### config.mk
export PLATFORM = sky130hd
export DESIGN_NAME = match_timer
export DESIGN_NICKNAME = d
export VERILOG_FILES = /design/src/rtl/mtimer_pkg.sv /design/src/rtl/mtimer_prescaler.sv /design/src/rtl/mtimer_counter.sv /design/src/rtl/mtimer_match_bank.sv /design/src/rtl/match_timer.sv
export SDC_FILE = /design/constraint.sdc
export NUM_CORES = 1
export LEC_CHECK = 0
export CORE_MARGIN = 2
export CORE_UTILIZATION = 35
export CTS_CLUSTER_SIZE = 8
export DETAILED_ROUTE_END_ITERATION = 10
export SYNTH_ARGS = -nofsm -noshare
export SYNTH_HDL_FRONTEND = slang
export SYNTH_SLANG_ARGS = --single-unit
### constraint.sdc
create_clock -name clk -period 7.4 [get_ports clk]
set_clock_uncertainty 0.15 [all_clocks]
set_input_delay 1.85 -clock clk [delete_from_list [all_inputs] [get_ports clk]]
set_output_delay 1.85 -clock clk [all_outputs]
set_load 0.05 [all_outputs]
### src/rtl/mtimer_pkg.sv
package mtimer_pkg;
  localparam int WORD_W = 32;
  localparam int CNT_W  = 64;
  localparam int NUM_CH = 6;
  localparam int WDOG_CH = NUM_CH - 1;

  // word indices (byte address / 4)
  localparam int IDX_CNT_LO  = 0;
  localparam int IDX_CNT_HI  = 1;
  localparam int IDX_MATCH0  = 2;
  localparam int IDX_STATUS  = IDX_MATCH0 + NUM_CH;
  localparam int IDX_IEN     = IDX_STATUS + 1;
  localparam int IDX_WDEN    = IDX_STATUS + 2;
  localparam int IDX_DIV     = IDX_STATUS + 3;
  localparam int IDX_LATCH   = IDX_STATUS + 4;
  localparam int IDX_SNAP_LO = IDX_STATUS + 5;
  localparam int IDX_SNAP_HI = IDX_STATUS + 6;
endpackage

### src/rtl/mtimer_prescaler.sv
module mtimer_prescaler #(
  parameter int DIV_W = 32
) (
  input  logic             clk,
  input  logic             rst,
  input  logic [DIV_W-1:0] div_val,
  input  logic             restart,
  output logic             tick
);
  localparam int PS_W = DIV_W + 1;

  logic [PS_W-1:0] ps_q;
  logic [PS_W-1:0] limit;

  // period 2*(div+1) -> terminal count 2*div+1
  assign limit = {div_val, 1'b1};
  assign tick  = !restart && (ps_q == limit);

  always_ff @(posedge clk) begin
    if (rst || restart || tick) ps_q <= '0;
    else                        ps_q <= ps_q + 1'b1;
  end

  // the shortest period is two cycles
  a_r4_tick_gap: assert property (@(posedge clk) disable iff (rst)
    tick |=> !tick);
endmodule

### src/rtl/mtimer_counter.sv
module mtimer_counter #(
  parameter int CNT_W  = 64,
  parameter int WORD_W = 32
) (
  input  logic              clk,
  input  logic              rst,
  input  logic              tick,
  input  logic              wr_lo,
  input  logic              wr_hi,
  input  logic [WORD_W-1:0] wdata,
  input  logic              latch,
  output logic [CNT_W-1:0]  count,
  output logic [CNT_W-1:0]  snap
);
  localparam int HI_W = CNT_W - WORD_W;

  logic [CNT_W-1:0] count_d;

  always_comb begin
    count_d = tick ? count + CNT_W'(1) : count;
    if (wr_lo) count_d[WORD_W-1:0] = wdata;
    if (wr_hi) count_d[CNT_W-1:WORD_W] = wdata[HI_W-1:0];
  end

  always_ff @(posedge clk) begin
    if (rst) begin
      count <= '0;
      snap  <= '0;
    end else begin
      count <= count_d;
      if (latch) snap <= count;
    end
  end

  // an unwritten tick advances the full 64-bit count by one
  a_r3_count_step: assert property (@(posedge clk) disable iff (rst)
    (tick && !wr_lo && !wr_hi) |=> (count == $past(count) + CNT_W'(1)));
  // snapshot only changes on a latch command
  a_r2_snap_stable: assert property (@(posedge clk) disable iff (rst)
    !latch |=> $stable(snap));
endmodule

### src/rtl/mtimer_match_bank.sv
module mtimer_match_bank #(
  parameter int N = 6,
  parameter int W = 32
) (
  input  logic                clk,
  input  logic                rst,
  input  logic [N-1:0]        wr_sel,
  input  logic [W-1:0]        wdata,
  input  logic                adv,
  input  logic [W-1:0]        next_lo,
  input  logic [N-1:0]        clr,
  output logic [N-1:0][W-1:0] match_q,
  output logic [N-1:0]        status
);
  for (genvar g = 0; g < N; g++) begin : g_ch
    logic hit;
    assign hit = adv && (next_lo == match_q[g]);

    always_ff @(posedge clk) begin
      if (rst) begin
        match_q[g] <= '0;
        status[g]  <= 1'b0;
      end else begin
        if (wr_sel[g]) match_q[g] <= wdata;
        status[g] <= hit | (status[g] & ~clr[g]);
      end
    end

    // a hit always leaves the flag set
    a_r5_hit_sets: assert property (@(posedge clk) disable iff (rst)
      hit |=> status[g]);
    // without a clear the flag is sticky
    a_r6_flag_hold: assert property (@(posedge clk) disable iff (rst)
      (status[g] && !clr[g]) |=> status[g]);
  end
endmodule

### src/rtl/match_timer.sv
module match_timer #(
  parameter int ADDR_W = 8,
  parameter int DIV_W  = 32
) (
  input  logic              clk,
  input  logic              rst,
  input  logic              wr_en,
  input  logic              rd_en,
  input  logic [ADDR_W-1:0] addr,
  input  logic [31:0]       wdata,
  output logic [31:0]       rdata,
  output logic              irq,
  output logic              wdog_rst
);
  import mtimer_pkg::*;

  localparam int IDX_W = ADDR_W - 2;

  logic [IDX_W-1:0] idx;
  int               idx_i;
  logic             aligned;
  logic             wr_ok;

  assign idx     = addr[ADDR_W-1:2];
  assign idx_i   = int'(idx);
  assign aligned = (addr[1:0] == 2'b00);
  assign wr_ok   = wr_en && aligned;

  // control registers
  logic [NUM_CH-1:0] ien_q;
  logic              wden_q;
  logic [DIV_W-1:0]  div_q;
  logic              div_wr;

  assign div_wr = wr_ok && (idx_i == IDX_DIV);

  always_ff @(posedge clk) begin
    if (rst) begin
      ien_q  <= '0;
      wden_q <= 1'b0;
      div_q  <= '0;
    end else if (wr_ok) begin
      if (idx_i == IDX_IEN)  ien_q  <= wdata[NUM_CH-1:0];
      if (idx_i == IDX_WDEN) wden_q <= wdata[0];
      if (div_wr)            div_q  <= wdata[DIV_W-1:0];
    end
  end

  // prescaler
  logic tick;
  mtimer_prescaler #(.DIV_W(DIV_W)) u_presc (
    .clk(clk), .rst(rst), .div_val(div_q), .restart(div_wr), .tick(tick)
  );

  // counter and snapshot
  logic             wr_lo, wr_hi, latch_cmd;
  logic [CNT_W-1:0] count, snap;

  assign wr_lo     = wr_ok && (idx_i == IDX_CNT_LO);
  assign wr_hi     = wr_ok && (idx_i == IDX_CNT_HI);
  assign latch_cmd = wr_ok && (idx_i == IDX_LATCH) && wdata[0];

  mtimer_counter #(.CNT_W(CNT_W), .WORD_W(WORD_W)) u_cnt (
    .clk(clk), .rst(rst), .tick(tick), .wr_lo(wr_lo), .wr_hi(wr_hi),
    .wdata(wdata), .latch(latch_cmd), .count(count), .snap(snap)
  );

  // compare channels
  logic [NUM_CH-1:0]             m_sel;
  logic [NUM_CH-1:0]             st_clr;
  logic [NUM_CH-1:0][WORD_W-1:0] match_q;
  logic [NUM_CH-1:0]             status;
  logic [WORD_W-1:0]             next_lo;

  for (genvar g = 0; g < NUM_CH; g++) begin : g_sel
    assign m_sel[g] = wr_ok && (idx_i == IDX_MATCH0 + g);
  end

  assign st_clr  = (wr_ok && idx_i == IDX_STATUS) ? wdata[NUM_CH-1:0] : '0;
  assign next_lo = count[WORD_W-1:0] + WORD_W'(1);

  mtimer_match_bank #(.N(NUM_CH), .W(WORD_W)) u_bank (
    .clk(clk), .rst(rst), .wr_sel(m_sel), .wdata(wdata),
    .adv(tick && !wr_lo), .next_lo(next_lo), .clr(st_clr),
    .match_q(match_q), .status(status)
  );

  // read path
  logic [31:0] rd_mux;

  always_comb begin
    rd_mux = '0;
    if (aligned) begin
      for (int i = 0; i < NUM_CH; i++)
        if (idx_i == IDX_MATCH0 + i) rd_mux = match_q[i];
      case (idx_i)
        IDX_CNT_LO:  rd_mux = count[WORD_W-1:0];
        IDX_CNT_HI:  rd_mux = count[CNT_W-1:WORD_W];
        IDX_STATUS:  rd_mux = 32'(status);
        IDX_IEN:     rd_mux = 32'(ien_q);
        IDX_WDEN:    rd_mux = 32'(wden_q);
        IDX_DIV:     rd_mux = 32'(div_q);
        IDX_SNAP_LO: rd_mux = snap[WORD_W-1:0];
        IDX_SNAP_HI: rd_mux = snap[CNT_W-1:WORD_W];
        default:     ;
      endcase
    end
  end

  always_ff @(posedge clk) begin
    if (rst) begin
      rdata    <= '0;
      irq      <= 1'b0;
      wdog_rst <= 1'b0;
    end else begin
      if (rd_en) rdata <= rd_mux;
      irq      <= |(status & ien_q);
      wdog_rst <= wden_q && status[WDOG_CH];
    end
  end

  // a reset request needs the channel-5 flag and the arm bit
  a_r8_wdog_cause: assert property (@(posedge clk) disable iff (rst)
    $rose(wdog_rst) |-> ($past(status[WDOG_CH]) && $past(wden_q)));
  // no interrupt without an enabled flag in the cycle before
  a_r7_irq_cause: assert property (@(posedge clk) disable iff (rst)
    $rose(irq) |-> ($past(status & ien_q) != '0));
endmodule

# == Yosys cells after proc, flatten, opt, wreduce, memory -nomap -nowiden ==
# Cells that the tools add are included.
# word_totals
regBits,432
input_bits,44
out_inout_bits,34
# classes
n_addsub,3
eq_ne,26
n_mux,12
bitwise_logic,19
n_reduce_logical,35
# op_table
op,n
32-bit two-way mux,9
32-bit one-hot mux with 8 select lines,1
32-bit equality test,6
"64-bit by 1-bit adder with 64-bit output, second input constant",1
32-bit logical NOT,2
64-bit two-way mux,1
"6-bit by 4-bit equality test with 1-bit output, second input constant",10
"33-bit by 1-bit adder with 33-bit output, second input constant",1
33-bit equality test,1
"32-bit by 1-bit adder with 32-bit output, second input constant",1
"6-bit by 5-bit equality test with 1-bit output, second input constant",5
1-bit logical AND,22
"6-bit by 3-bit equality test with 1-bit output, second input constant",2
1-bit bitwise AND,6
6-bit bitwise AND,1
"6-bit by 1-bit equality test with 1-bit output, second input constant",1
"6-bit by 2-bit equality test with 1-bit output, second input constant",1
6-bit two-way mux,1
1-bit inverter,6
1-bit bitwise OR,6
2-bit AND reduction,3
6-bit OR reduction,1
2-bit nonzero test,2
1-bit logical NOT,2
other kinds (2),3

# == Depth between registers and ports, before layout ==
# Gate-level depths: netlist (run 1).
# depth
word_depth,9
ltp_mapped,11

# == Hierarchy ==
# Synthesis (run 1) repeated with hierarchy kept, for this count alone.
# hier_totals
hier_cells,2619
hier_area_um2,23294.8
# modules_own_cells
mod,instances,cells_each,area_each_um2,seq_area_each_um2
mtimer_match_bank,1,939,9318.9,3963.8
match_timer,1,807,6258.5,1461.4
mtimer_counter,1,658,5811.8,2562.5
mtimer_prescaler,1,215,1905.6,660.6

# == Worst setup path after synthesis (run 1) ==
# No wires, ideal clock.
# synth_timing
path_type,input -> register
startpoint,input addr[2]
endpoint,register u_bank.status[1]
setup_ns,0.087
arrival_ns,3.926
required_ns,7.163
setup_slack_ns,3.237
stages,9
n_path_buf,2
path_cell_list,buf_2 -> or2_2 -> clkbuf_1 -> nor3b_1 -> o21ai_0 -> or4b_1 -> a311o_1 -> or4_1 -> o31ai_1
# synth_between
elab_chain_cells,7
word_cells_on_any_way,15
classes_between,2 x eq/ne; 1 x mux; 3 x bitwise; 9 x reduce/logical
# synth_rtl
item,line,rtl
"start, declared",match_timer.sv:9,"input logic [ADDR_W-1:0] addr,"
6-bit by 5-bit equality test with 1-bit output,match_timer.sv:35,assign div_wr = wr_ok && (idx_i == IDX_DIV);
1-bit logical AND,match_timer.sv:35,
1-bit logical NOT,mtimer_prescaler.sv:17,assign tick = !restart && (ps_q == limit);
1-bit logical AND,mtimer_prescaler.sv:17,
1-bit logical AND,match_timer.sv:84,".adv(tick && !wr_lo), .next_lo(next_lo), .clr(st_clr),"
1-bit logical AND,mtimer_match_bank.sv:17,assign hit = adv && (next_lo == match_q[g]);
1-bit bitwise OR (*),mtimer_match_bank.sv:25,status[g] <= hit | (status[g] & ~clr[g]);
"end signal, assigned by index",mtimer_match_bank.sv:25,
"end, declared",mtimer_match_bank.sv:13,output logic [N-1:0] status
# Mark *: on every way between the ends. The rest lies on a longest branch, timed or not.
# A chain may end at the register's enable or synchronous reset.

# == Worst setup path in the final report (run 1) ==
# layout_timing
startpoint,input addr[3]
endpoint,register u_cnt.count[39]
# layout_between
elab_chain_cells,5
word_cells_on_any_way,8
classes_between,2 x eq/ne; 1 x mux; 5 x reduce/logical
# layout_rtl
item,line,rtl
6-bit by 5-bit equality test with 1-bit output,match_timer.sv:35,
1-bit logical AND,match_timer.sv:35,
1-bit logical NOT,mtimer_prescaler.sv:17,
1-bit logical AND,mtimer_prescaler.sv:17,
2-bit nonzero test (no line),--,
"end signal, assigned",mtimer_counter.sv:30,count <= count_d;
"end, declared",mtimer_counter.sv:12,"output logic [CNT_W-1:0] count,"
# Several ways; a longest one is shown, not always the timed one.

==> key figures, run 1 <==
Finish
  – Util after Layout: between 30% and 40%
  – Share of layout cells above drive strength 1: 5.71%
  – Non-filler cells, final: 3955
  – Syn-to-layout area delta: 12.4%
  – Final net count: 3123
  – Design area: 26600 um2
  – Diodes inserted: 0

Clocking
  – CTS tree: done
  – Clock Latency Late Sink: 0.65 ns
  – Hold_buf cts: 0
  – Root buffer cell: clkbuf_16
  – Num CTS Buffers: 60
  – H-tree lvl count: 2
  – Clk slew on worst S/H paths: 0.05 ns
  – Clock Sinks: 432
  – Cts repair resizes: 0
  – Postcts setup bufs: 0
  – Clock tree buffer depth: 3

Logic synthesis
  – Yosys warns: 0
  – Number of flops mapped to enable cells by yosys: 0
  – Seq/Total Area, Yosys: between 30% and 40%
  – Post-Syn Nets: 3199
  – Yosys reg bits: 432
  – Top_reg_cell synth: dfxtp_1
  – FFs w/ async S/R, synth: 0%
  – Avg Cell Area, Syn: 7.52 um2
  – Syn Std Cell Area: between 20000 and 25000 um2
  – Netlist cell types: a little over 80
  – Syn Inst Count: 3153

Drt
  – Vias per cell: ~6.2
  – Post-route DRC: 0
  – Pre-antenna DRT Iters: 6
  – Routed Antenna Nets: 0
  – Initial DRC Count: roughly 3100
  – Drt total wl: roughly 110000 um
  – Avg WL per Cell: 27.8 um
  – Vias: 24447

Die
  – Die area: 69900 um2
  – Vert. Die Dim: 264 um
  – Rows: 95
  – Ports: 78
  – Initial core utilization: a little over a third
  – Core box area: between 60000 and 70000 um2
  – Die width: 264 um

Power
  – IR drop worst, VDD: 176 uV
  – PD cells: 197 nW/um2
  – Final Power: 5.26 mW
  – Lkg Pwr: around 8.3 nW

Timing
  – Final hold slack: 0.303 ns
  – Peak Freq: around 180 MHz
  – Worst slew pin tran: between 1 and 1.5 ns
  – Final setup viols: 0
  – Final Hold Fails: 0
  – Final period util: 73.3%
  – RSZ-0062 raised after global routing: no
  – Final setup margin: 1.97 ns
  – Tmin final: 5.43 ns
  – Setup TNS: 0 ns
  – Fin. max-slew vios: 0
  – Max_slew headroom: 19.9%

Global route
  – GRT Util Overall: 30.8%
  – Initial antenna violation count: 3
  – First-pass GRT wire length: between 150000 and 200000 um
  – Largest net degree at the start of global routing: 97
  – Vias in the first global route: between 20000 and 25000
  – Global route overflow: 0

Critical path
  – Required @ worst endpoint: 7.79 ns
  – Register-to-Register Setup Slack: approximately 2.0 ns
  – Startpoint type of the worst setup path: input pin
  – Crit Path Category: in -> reg
  – Worst Path Arrival: 5.81 ns
  – Crit-path max FO: 33
  – CP Capture Type: register

Run status
  – Result of the run: complete, no violations

Hold path
  – Hold Crit Class: reg -> reg

Place
  – Placed Cells incl. Taps: 3888
  – Post-Place Worst Slack: 1.47 ns
  – HPWL after detailed placement: 76500 um
  – Placed Area: 25000 um2
  – Port bufs: a little under 80
  – RD Place Congestion: 1.04

Flow run
  – Maximum Capacitance Violations: 0
## placed cells by master (no fill, tap or decap), types with 10 or more instances in the layout
cell type,Yosys,layout
or4_1,11,11
dfxtp_1,432,432
xor2_1,87,87
inv_1,32,32
nor4_1,27,27
nand2_1,714,713
clkdlybuf4s50_1,0,75
a21oi_1,348,348
o211ai_1,15,15
a22oi_1,77,77
o21ai_0,60,59
xnor2_1,183,183
a311oi_1,21,21
buf_4,2,56
nor3_2,3,11
nand4_1,57,57
and3_1,21,21
nor2_2,1,10
or3_1,35,35
nor3_1,41,33
a2111oi_0,12,11
nand3_1,109,108
nand3b_1,12,12
nor2_1,234,224
mux2i_1,48,48
clkbuf_16,0,61
a221oi_1,59,59
a211oi_1,56,56
a32oi_1,32,32
## sequential cells by signal (all words and copies together), names as in the netlist
name and count:
wden_q 1, u_cnt.snap 64, ien_q 6, u_cnt.count 64, div_q 32, u_bank.match_q 192, u_bank.status 6, wdog_rst 1
u_presc.ps_q 33, irq 1, rdata 32
## cell families (layout without fill, tap and decap cells)
group	after synthesis	count (layout)	synth area share, %
DFF	432	432	36.5
xor gates and xnor gates	276	276	10.5
muxes	50	50	2.17
buffers and inverters	303	232	4.95
adders and majority gates	2	2	0.106
and+or+nand+nor	1334	1334	25.3
AOI/OAI and AO/OA	756	756	20.5
## layout make-up
type                    count  area [um2]
fillers                  6913       40500
multi-input cells        2418       14000
flip-flops and latches    432        8650
clock buffers              64        1550
repair buffers            133        1190
well taps                 873        1090
inverters                  32         120
clock inverters             3        68.8
## worst paths after layout
path                                             startpoint                            to  cells after the start
worst min register to register  u_cnt.snap[41]$_SDFFE_PP0P_   u_cnt.snap[41]$_SDFFE_PP0P_                      2
worst max register to register  u_cnt.count[0]$_SDFFE_PP0P_   u_bank.status[1]$_SDFF_PP0_                      9
worst min-delay path            u_cnt.snap[41]$_SDFFE_PP0P_   u_cnt.snap[41]$_SDFFE_PP0P_                      2
worst max-delay path                                addr[3]  u_cnt.count[39]$_SDFFE_PP0P_                     10
## critical path: stages
cell and delay [ns]:
clkdlybuf4s50_1 0.76, nand2_1 0.45, nor2_2 0.08, nand2_1 0.07
buf_4 0.38, and4b_2 0.69, buf_4 0.44, nand3_1 0.39
or3_1 0.43, a311oi_1 0.24
## routing by layer
layer  vias to the layer above  global-route usage (%)  wire, um
met4                         2                    15.1      6170
met1                     11748                    41.8     45200
li1                      10896                       -         -
met2                      1471                    46.6     47400
met5                         -                       0        11
met3                       330                    5.91     11300
## Yosys cell counts, types with 48 or more instances
library cell,instances,share of area (%)
nand3_1,109,2.3
a21oi_1,348,7.3
a22oi_1,77,2.4
a211oi_1,56,1.8
xor2_1,87,3.2
o21ai_0,60,1.3
nand4_1,57,1.5
a221oi_1,59,2.2
nand2_1,714,11
clkbuf_1,230,3.6
mux2i_1,48,2.0
xnor2_1,183,6.8
dfxtp_1,432,36
nor2_1,234,3.7
## power by group
part / leakage, nW / switching, mW / internal [mW] / total, mW
combinational: 4.07 / 0.265 / 0.0998 / 0.364
clock: 0.791 / 1.05 / 1.48 / 2.53
sequential: 3.48 / 0.0219 / 2.34 / 2.36
total: 8.34 / 1.33 / 3.92 / 5.26
Power figures use the tool's default switching activity.
==> inputs of run 2 (changes only) <==
==> constraint.sdc (replaced) <==
create_clock -name clk -period 4.3 [get_ports clk]
set_clock_uncertainty 0.15 [all_clocks]
set_input_delay 1.075 -clock clk [delete_from_list [all_inputs] [get_ports clk]]
set_output_delay 1.075 -clock clk [all_outputs]
set_load 0.05 [all_outputs]
==> key figures, run 2 (same netlist as run 1, synthesis figures left out) <==
Finish
  – Biggest register: u_bank.match_q
  – Max FFs per register: about 190
  – Design area: 27600 um2
  – Syn-to-layout area delta: 16.4%
  – Most common cell after layout, fill and taps aside: nand2_1
  – Final net count: 3231
  – Share of layout cells above drive strength 1: under 10%
  – Biggest regs: u_bank.match_q: 192 flops, u_cnt.count: 64 flops, u_cnt.snap: 64 flops
  – Non-filler cells, final: ~4100
  – Most frequent cells in the layout: nand2_1, dfxtp_1, a21oi_1

Place
  – Port bufs: 77
  – Placed Area: 26000 um2
  – Placed Cells incl. Taps: 3996
  – RD Place Congestion: 1.03
  – HPWL after detailed placement: 79100 um

Flow run
  – Maximum Capacitance Violations: 0

Critical path
  – Max stage delay on crit path: about 0.48 ns
  – Slowest-stage cell, CP: xor2_1
  – CP Capture Type: register
  – Required @ worst endpoint: roughly 4.7 ns
  – Worst path cell trace: ha_1 -> nand4_1 -> nor3_2 -> buf_12 -> nand3_1 -> xor2_1 -> o221ai_1 -> nor4_1 -> buf_4 -> nand4_1 -> o31ai_1
  – Cell family with most CP delay: simple AND/OR/NAND/NOR gates
  – CP bufs+invs: 2
  – Worst Path Arrival: approximately 4.3 ns
  – Crit Path Category: reg -> reg
  – Crit-path most repeated cell: nand4_1
  – Startpoint type of the worst setup path: register
  – Crit-path max FO: 10

Power
  – Final Power: 9.02 mW
  – Int Power: around 6.7 mW
  – Gate power share: 7.5%
  – Flop pwr share: 45.0%
  – PD cells: 327 nW/um2
  – Clk pwr share: 47.5%
  – Switch share: around 26%
  – P_sw: approximately 2.3 mW
  – IR drop worst, VDD: 315 uV
  – Lkg Pwr: 8.90 nW

Run status
  – Result of the run: complete, no violations

Timing
  – Final setup viols: 0
  – Setup TNS: 0 ns
  – Final period util: 90.7%
  – Final Hold Fails: 0
  – Worst slew pin tran: 1.13 ns
  – Fin. max-slew vios: 0
  – Final hold slack: 0.302 ns
  – Max_slew headroom: 24.8%
  – Tmin final: roughly 4 ns
  – RSZ-0062 raised after global routing: no
  – Peak Freq: 256 MHz

Drt
  – Avg WL per Cell: 27.4 um
  – Pre-antenna DRT Iters: 8
  – Vias: ~25000
  – Drt total wl: around 110000 um
  – Post-route DRC: 0
  – Vias per cell: 6.10
  – Routed Antenna Nets: 0
  – Initial DRC Count: 3364

Die
  – Die area: 69900 um2
  – Rows: 95
  – Initial core utilization: 35.3%
  – Core box area: 67200 um2
  – Die width: 264 um
  – Vert. Die Dim: 264 um
  – Ports: 78

Clocking
  – Hold_buf cts: 0
  – Num CTS Buffers: 60
  – H-tree lvl count: 2
  – Cts repair resizes: 0
  – Clock Sinks: between 400 and 500
  – CTS tree: done
  – Postcts setup bufs: 0
  – Clk slew on worst S/H paths: 0.05 ns
  – Root buffer cell: clkbuf_16
  – Clock tree buffer depth: 3
  – Clock Latency Late Sink: between 0.6 and 0.7 ns

Global route
  – Global route overflow: 0
  – GRT Util Overall: 30.8%
  – Vias in the first global route: 22314
  – Initial antenna violation count: 3
  – Largest net degree at the start of global routing: 199
  – First-pass GRT wire length: 159000 um

Hold path
  – Hold Crit Class: reg -> reg
-- run 2: layer usage --
metal	track usage [%]	vias to the layer above	routed length, um	share of wire, %
met5	0	-	12	0.011
met4	13.2	2	5260	4.7
met3	4.79	276	10600	9.5
met2	48.3	1447	49500	44
met1	41.9	11939	45900	41
li1	-	11112	-	-
-- run 2: layout make-up --
type                            instances  area (um2)
Fill cell                            6898       39600
Multi-Input combinational cell       2418       14000
Sequential cell                       432        8650
Timing Repair Buffer                  241        2180
Clock buffer                           63        1530
Tap cell                              873        1090
Inverter                               32         120
Clock inverter                          4        56.3
Antenna cell                            1        2.50
-- run 2: metrics by stage --
stage | setup WS (ns) | utilization, %
floorplan | 0.912 | -
global placement | 0.356 | 38.7
detailed placement | 0.336 | 38.7
CTS | 0.505 | 41.1
global route | 0.338 | 41.1
finish | 0.398 | 41.1
-- run 2: power groups by stage --
| stage | Combinational, mW | Clock, mW | Sequential [mW] |
|---|---|---|---|
| CTS | 0.654 | 4.33 | 4.06 |
| floorplan | 0.346 | 0 | 4.13 |
| detailed placement | 0.651 | 0 | 4.14 |
| global route | 0.697 | 4.48 | 4.06 |
| global placement | 0.654 | 0 | 4.14 |
| finish | 0.677 | 4.29 | 4.06 |
-- run 2: path summary, 6_finish.rpt --
check	startpoint	end	slack, ns	depth (start not counted)
min	u_cnt.snap[29]$_SDFFE_PP0P_	u_cnt.snap[29]$_SDFFE_PP0P_	0.30	2
min reg2reg	u_cnt.snap[29]$_SDFFE_PP0P_	u_cnt.snap[29]$_SDFFE_PP0P_	0.30	2
max reg2reg	u_cnt.count[0]$_SDFFE_PP0P_	u_bank.status[3]$_SDFF_PP0_	0.40	11
max	u_cnt.count[0]$_SDFFE_PP0P_	u_bank.status[3]$_SDFF_PP0_	0.40	11
-- run 2: tightest hold or removal path: cells and delay by family, from the launching register on --
kind / cells / cell delay (ns)
DFF: 1 / 0.30
and+or+nand+nor: 1 / 0.05
AOI/OAI and AO/OA: 1 / 0.05
